===== src/rtl/dram_ctrl_pkg.sv =====
package dram_ctrl_pkg;

  typedef enum logic [2:0] {
    ST_IDLE,
    ST_ROW,
    ST_COL,
    ST_RFSH,
    ST_PRE
  } seq_state_t;

  // Length of a refresh strobe: same row-strobe hold as a full access.
  function automatic int unsigned rfsh_hold(input int unsigned rcd, input int unsigned cas);
    return rcd + cas;
  endfunction

  // Refresh period in clock cycles from retention time and row count.
  function automatic int unsigned rfsh_period(input int unsigned retention, input int unsigned rows);
    return retention / rows;
  endfunction

  function automatic int unsigned max2(input int unsigned a, input int unsigned b);
    return (a > b) ? a : b;
  endfunction

endpackage


===== src/rtl/dram_refresh_timer.sv =====
module dram_refresh_timer #(
  parameter int unsigned INTERVAL = 1562,
  parameter int unsigned RC_W     = 7
) (
  input  logic            clk,
  input  logic            rst_n,
  input  logic            ref_grant,
  input  logic            ref_done,
  output logic            ref_req,
  output logic [RC_W-1:0] ref_cnt
);
  localparam int unsigned TW = (INTERVAL > 1) ? $clog2(INTERVAL) : 1;

  logic [TW-1:0] tmr;
  logic          tick;

  assign tick = (tmr == TW'(INTERVAL - 1));

  always_ff @(posedge clk) begin
    if (!rst_n) begin
      tmr     <= '0;
      ref_req <= 1'b0;
      ref_cnt <= '0;
    end else begin
      tmr <= tick ? '0 : tmr + 1'b1;
      if (tick)           ref_req <= 1'b1;
      else if (ref_grant) ref_req <= 1'b0;
      if (ref_done)       ref_cnt <= ref_cnt + 1'b1;
    end
  end

  AST_RCNT_STEP: assert property (@(posedge clk) disable iff (!rst_n)
    ref_done |=> (ref_cnt == $past(ref_cnt) + 1'b1));

  AST_REQ_HELD: assert property (@(posedge clk) disable iff (!rst_n)
    (ref_req && !ref_grant) |=> ref_req);

endmodule


===== src/rtl/dram_cycle_seq.sv =====
module dram_cycle_seq
  import dram_ctrl_pkg::*;
#(
  parameter int unsigned T_RCD = 2,
  parameter int unsigned T_CAS = 2,
  parameter int unsigned T_RP  = 1
) (
  input  logic       clk,
  input  logic       rst_n,
  input  logic       acc_req,
  input  logic       ref_req,
  output seq_state_t state,
  output logic       ref_grant,
  output logic       ref_done,
  output logic       acc_start,
  output logic       capture,
  output logic       ras_n,
  output logic       cas_n,
  output logic       busy,
  output logic       mfc
);
  localparam int unsigned HOLD = rfsh_hold(T_RCD, T_CAS);
  localparam int unsigned MAXL = max2(HOLD, T_RP);
  localparam int unsigned CW   = $clog2(MAXL + 1);

  logic [CW-1:0] cnt;
  logic          row_last, col_last, rf_last, pre_last;

  assign row_last  = (state == ST_ROW)  && (cnt == CW'(T_RCD - 1));
  assign col_last  = (state == ST_COL)  && (cnt == CW'(T_CAS - 1));
  assign rf_last   = (state == ST_RFSH) && (cnt == CW'(HOLD - 1));
  assign pre_last  = (state == ST_PRE)  && (cnt == CW'(T_RP - 1));

  assign ref_grant = (state == ST_IDLE) && ref_req;
  assign acc_start = (state == ST_IDLE) && acc_req && !ref_req;
  assign ref_done  = rf_last;
  assign capture   = col_last;

  assign ras_n = !((state == ST_ROW) || (state == ST_COL) || (state == ST_RFSH));
  assign cas_n = (state != ST_COL);
  assign busy  = (state != ST_IDLE);

  always_ff @(posedge clk) begin
    if (!rst_n) begin
      state <= ST_IDLE;
      cnt   <= '0;
      mfc   <= 1'b0;
    end else begin
      mfc <= col_last;
      cnt <= cnt + 1'b1;
      unique case (state)
        ST_IDLE: begin
          cnt <= '0;
          if (ref_grant)      state <= ST_RFSH;
          else if (acc_start) state <= ST_ROW;
        end
        ST_ROW:  if (row_last) begin state <= ST_COL; cnt <= '0; end
        ST_COL:  if (col_last) begin state <= ST_PRE; cnt <= '0; end
        ST_RFSH: if (rf_last)  begin state <= ST_PRE; cnt <= '0; end
        ST_PRE:  if (pre_last) begin state <= ST_IDLE; cnt <= '0; end
        default: begin state <= ST_IDLE; cnt <= '0; end
      endcase
    end
  end

  AST_CAS_UNDER_RAS: assert property (@(posedge clk) disable iff (!rst_n)
    !cas_n |-> !ras_n);

  AST_MFC_ONE_CYCLE: assert property (@(posedge clk) disable iff (!rst_n)
    mfc |=> !mfc);

  AST_STROBE_BUSY: assert property (@(posedge clk) disable iff (!rst_n)
    !ras_n |-> busy);

  AST_RFSH_NO_CAS: assert property (@(posedge clk) disable iff (!rst_n)
    (state == ST_RFSH) |-> cas_n);

endmodule


===== src/rtl/dram_addr_mux.sv =====
module dram_addr_mux
  import dram_ctrl_pkg::*;
#(
  parameter int unsigned PIN_W = 8,
  parameter int unsigned RC_W  = 7
) (
  input  seq_state_t       state,
  input  logic [PIN_W-1:0] row,
  input  logic [PIN_W-1:0] col,
  input  logic [RC_W-1:0]  rrow,
  output logic [PIN_W-1:0] pins
);
  logic [PIN_W-1:0] rrow_ext;

  generate
    if (PIN_W > RC_W) begin : g_pad
      assign rrow_ext = {{(PIN_W - RC_W){1'b0}}, rrow};
    end else begin : g_same
      assign rrow_ext = rrow[PIN_W-1:0];
    end
  endgenerate

  always_comb begin
    unique case (state)
      ST_COL:  pins = col;
      ST_RFSH: pins = rrow_ext;
      default: pins = row;
    endcase
  end

endmodule


===== src/rtl/dram_refresh_ctrl.sv =====
module dram_refresh_ctrl
  import dram_ctrl_pkg::*;
#(
  parameter int unsigned AW            = 16,
  parameter int unsigned RETENTION_CYC = 200000,
  parameter int unsigned T_RCD         = 2,
  parameter int unsigned T_CAS         = 2,
  parameter int unsigned T_RP          = 1
) (
  input  logic          clk,
  input  logic          rst_n,
  input  logic          req_valid,
  input  logic          req_write,
  input  logic [AW-1:0] req_addr,
  input  logic          req_wdata,
  output logic          busy,
  output logic          mfc,
  output logic          rd_data,
  output logic [AW/2-1:0] mem_addr,
  output logic          mem_ras_n,
  output logic          mem_cas_n,
  output logic          mem_we_n,
  output logic          mem_din,
  input  logic          mem_dout
);
  localparam int unsigned PIN_W    = AW / 2;
  localparam int unsigned RC_W     = PIN_W - 1;
  localparam int unsigned INTERVAL = rfsh_period(RETENTION_CYC, 1 << RC_W);

  seq_state_t       state;
  logic             ref_req, ref_grant, ref_done, acc_start, capture;
  logic [RC_W-1:0]  ref_cnt;
  logic [AW-1:0]    addr_q;
  logic             wr_q, wd_q;

  dram_refresh_timer #(.INTERVAL(INTERVAL), .RC_W(RC_W)) u_timer (
    .clk(clk), .rst_n(rst_n), .ref_grant(ref_grant), .ref_done(ref_done),
    .ref_req(ref_req), .ref_cnt(ref_cnt)
  );

  dram_cycle_seq #(.T_RCD(T_RCD), .T_CAS(T_CAS), .T_RP(T_RP)) u_seq (
    .clk(clk), .rst_n(rst_n), .acc_req(req_valid), .ref_req(ref_req),
    .state(state), .ref_grant(ref_grant), .ref_done(ref_done),
    .acc_start(acc_start), .capture(capture), .ras_n(mem_ras_n),
    .cas_n(mem_cas_n), .busy(busy), .mfc(mfc)
  );

  dram_addr_mux #(.PIN_W(PIN_W), .RC_W(RC_W)) u_mux (
    .state(state), .row(addr_q[AW-1:PIN_W]), .col(addr_q[PIN_W-1:0]),
    .rrow(ref_cnt), .pins(mem_addr)
  );

  always_ff @(posedge clk) begin
    if (!rst_n) begin
      addr_q  <= '0;
      wr_q    <= 1'b0;
      wd_q    <= 1'b0;
      rd_data <= 1'b0;
    end else begin
      if (acc_start) begin
        addr_q <= req_addr;
        wr_q   <= req_write;
        wd_q   <= req_wdata;
      end
      if (capture && !wr_q) rd_data <= mem_dout;
    end
  end

  assign mem_we_n = !((state == ST_COL) && wr_q);
  assign mem_din  = wd_q;

  AST_GRANT_NEEDS_REQ: assert property (@(posedge clk) disable iff (!rst_n)
    ref_grant |-> ref_req);

  AST_REFRESH_FIRST: assert property (@(posedge clk) disable iff (!rst_n)
    (ref_req && !busy) |=> (state == ST_RFSH));

  AST_WE_ONLY_WITH_CAS: assert property (@(posedge clk) disable iff (!rst_n)
    !mem_we_n |-> !mem_cas_n);

endmodule


===== config.mk =====
export PLATFORM = sky130hd
export DESIGN_NAME = dram_refresh_ctrl
export DESIGN_NICKNAME = d
export VERILOG_FILES = /design/src/rtl/dram_ctrl_pkg.sv /design/src/rtl/dram_refresh_timer.sv /design/src/rtl/dram_cycle_seq.sv /design/src/rtl/dram_addr_mux.sv /design/src/rtl/dram_refresh_ctrl.sv
export SDC_FILE = /design/constraint.sdc
export NUM_CORES = 1
export LEC_CHECK = 0
export ABC_AREA = 1
export BUFFER_PORTS_ARGS = -buffer_cell sky130_fd_sc_hd__buf_2
export CAP_MARGIN = 20
export CORE_MARGIN = 5
export CORE_UTILIZATION = 56
export CTS_CLUSTER_DIAMETER = 30
export DETAILED_ROUTE_END_ITERATION = 7
export PLACE_DENSITY_LB_ADDON = 0.2
export SYNTH_ARGS = -nofsm -noshare
export SYNTH_HDL_FRONTEND = slang
export SYNTH_HIERARCHICAL = 1
export SYNTH_SLANG_ARGS = --single-unit

===== constraint.sdc =====
create_clock -name clk -period 2.6 [get_ports clk]
set_clock_uncertainty 0.15 [all_clocks]
set_input_delay 0.52 -clock clk [delete_from_list [all_inputs] [get_ports clk]]
set_output_delay 0.52 -clock clk [all_outputs]
set_load 0.05 [all_outputs]

==> metrics.yaml <==
power:
  pwr_density_cell_nw_per_um2: 796
  power.switching_uw: 829
  combPwrFrac_pct: 35.9
  ir_drop_mv: 0.408
  clkPwrFrac_pct: 19.3
  p_leak_uw: 0.00105
  netSwitchingFraction_pct: 42.1
  p_seq_share_pct: 44.7
  intPower_uw: 1140
setup_path:
  startpoint: "u_seq/state[1]"
  r2r-end: "u_timer/ref_cnt[6]"
  r2r_start: "u_seq/state[1]"
  worst-r2r-setup-slack_ns: 0.47
  critPathTopFamily: "flip-flops"
  path_cells: "nand2_2, nand2_1, nand3_1, buf_2"
  critPathMaxFanout: 23
  crit_path_start_kind: "flop"
  end_kind: "output port"
  worst_ep_arrival_time_ns: 1.80
  cp_slowest_cell: "dfxtp_1"
  crit_type: "flop to output port"
  r2r_cells: 7
  required_ns: 1.93
  worst_path_largest_cell_delay_ns: 0.85
  crit_buf_inv: 1
flow_run:
  maxCapViolations: 0
grt:
  first_global_vias: 1844
  grt_pass1_wl_um: 7580
  gr-total-overflow: 0
  grt_start_max_net_pins: 26
  track_usage_pct: 18.0
  antenna_found_initial: 0
yosys:
  ys_ff_latch: 45
  ys_async_sr_fraction_pct: 0
  ys.flop_type: "dfxtp_1"
  syn-mean-instance-area_um2: 7.29
  yosysTopAreaCell: "dfxtp_1"
  syn-num-nets: 337
  synth_edf_count: 0
  synth.top_cell.area_share_pct: 40.1
  yosysSeqAreaShare_pct: 40.1
  syn-cell-area_um2: 2250
  ys_types: 28
  synthCells: 308
  synth_area_leaders: "dfxtp_1 (40%), nor2_1 (11%), nand2_1 (7.7%)"
  ys_warn_count: 6
sta:
  rsz0062_at_grt: "false"
  drv_slew: 0
  fmax_ghz: 0.405
  hold_violations: 0
  max-slew-margin-rel_pct: 45.6
  worst_pin_slew_ns: 0.814
  fin_crit_ns: 2.47
  holdWs_ns: 0.301
  final.setup.tns_ns: 0
  setup_viol: 0
  setup_ws_ns: 0.131
  post-route-period-util_pct: 95.0
drt:
  wl_per_cell_um: 11.2
  first_pass_iters: 4
  avgViaCountPerCell: 5.08
  drc: 0
  finalWirelength_um: 4430
  dr.first_iter.drc_count: 155
  final_antenna_net_count: 0
  vias: 2003
finish:
  fin_area_um2: 2480
  final_common_cell: "nor2_1"
  drive_gt1_share_pct: 18.3
  fillCellCount: 357
  layout_common_cells: "nor2_1 (67), nand2_1 (46), dfxtp_1 (45), buf_2 (36), inv_1 (28)"
  n_antenna_cell: 0
  nNetsFinal: 374
  area_growth_pct: 10.3
  fin_util_pct: 62.8
min_path:
  min_path_cells: 3
  holdCritStartpoint: "req_wdata"
  min_to: "mem_din"
  hp-class: "primary input to flop"
placed_design:
  gp_congestion: 0.937
  hpwlAfterDp_um: 3300
  io_buffer_count: 36
  place_area_um2: 2400
  dp_slack_ns: 0.488
clock_network:
  clk_latency_ns: 0.29
  clkTransAtPathRegs_ns: 0.07
  cts_max_path_buffers: 2
  cts_tree: "yes"
  root_buffer: "clkbuf_8"
  cts-resized-gates: 0
  cts_buffers: 5
  cts_setup_buffers: 0
  ctsHoldBuffers: 0
  htreeDepth: 2
  cts.sinks: 45
floorplan:
  die-height_um: 73.3
  num_rows: 23
  dieArea_um2: 5380
  start_util_pct: 57.0
  die_w_um: 73.3
  io_pins: 37
  core_um2: 3940
run_status:
  status: "finished clean"
## through the flow
stage | cells | total power [µW]
after floorplan | 308 | 1510
after global placement | 388 | 1600
after detailed placement | 388 | 1610
after CTS | 394 | 1990
after global routing | 394 | 2110
final | 394 | 1970
## worst max-delay path by stage
stage / to / cells after the start
finish: mem_addr[2] / 4
global route: mem_addr[5] / 4
CTS: mem_addr[5] / 4
detailed placement: mem_addr[5] / 4
global placement: mem_addr[4] / 3
floorplan: mem_ras_n / 1
## state kept, by name, summed over array words and instances (netlist names), 3 cells and up
name,flops
u_timer/ref_cnt,7
u_timer/tmr,11
u_seq/cnt,3
u_seq/state,3
addr_q,16
## final cells by class
cell class	instances	area, µm²	area share, %
clock buffers	5	68.8	2.78
clock inverters	1	5.00	0.202
inverters	32	128	5.15
multi-input cells	222	1110	44.8
flip-flops and latches	45	901	36.4
well taps	50	62.6	2.53
repair buffers	39	203	8.19
## power groups by stage
stage	clock network (µW)	registers [µW]	logic (µW)
6_report	381	881	709
5_1_grt	429	895	782
4_1_cts	402	881	710
3_5_place_dp	0	897	708
3_3_place_gp	0	896	704
2_1_floorplan	0	862	646
## worst reg2reg max path: stages (launching register included)
cell and delay [ns]:
dfxtp_1 0.85, nand2_2 0.15, nor3b_1 0.22, buf_4 0.17
nand3_1 0.13, nor2_1 0.17, o21ai_0 0.09, a21oi_1 0.13
## per-layer routing
| layer | routed length (µm) | part of all wire (%) | vias to the layer above | global-route usage, % |
|---|---|---|---|---|
| li1 | - | - | 1078 | - |
| met5 | 0 | 0 | - | 0 |
| met4 | 55 | 1.2 | 0 | 9.26 |
| met3 | 295 | 6.7 | 4 | 3.97 |
| met1 | 2000 | 45 | 875 | 21.9 |
| met2 | 2080 | 47 | 46 | 29.6 |
## cell usage after synthesis, types with 2 or more instances
master    n
nand3_1  17
a31oi_1   2
o21ai_0  16
nand2_2   4
a21oi_1  16
buf_8     4
nor2_1   67
nor3_1    4
nand3_2   2
buf_6     4
inv_2     3
ha_1      7
xor2_1    2
nand2_1  46
nor2_2    4
inv_1    28
o21ai_1  10
nand4_1  18
dfxtp_1  45
## logic make-up after synthesis
family	count (synthesis)	share of synthesized area, %
simple gates	167	34.0
compound gates	45	10.3
flops	45	40.1
buf+inv	41	10.5
fa+ha+maj	7	3.90
xor+xnor	3	1.17
No activity file was read; power rests on OpenSTA's default activity.
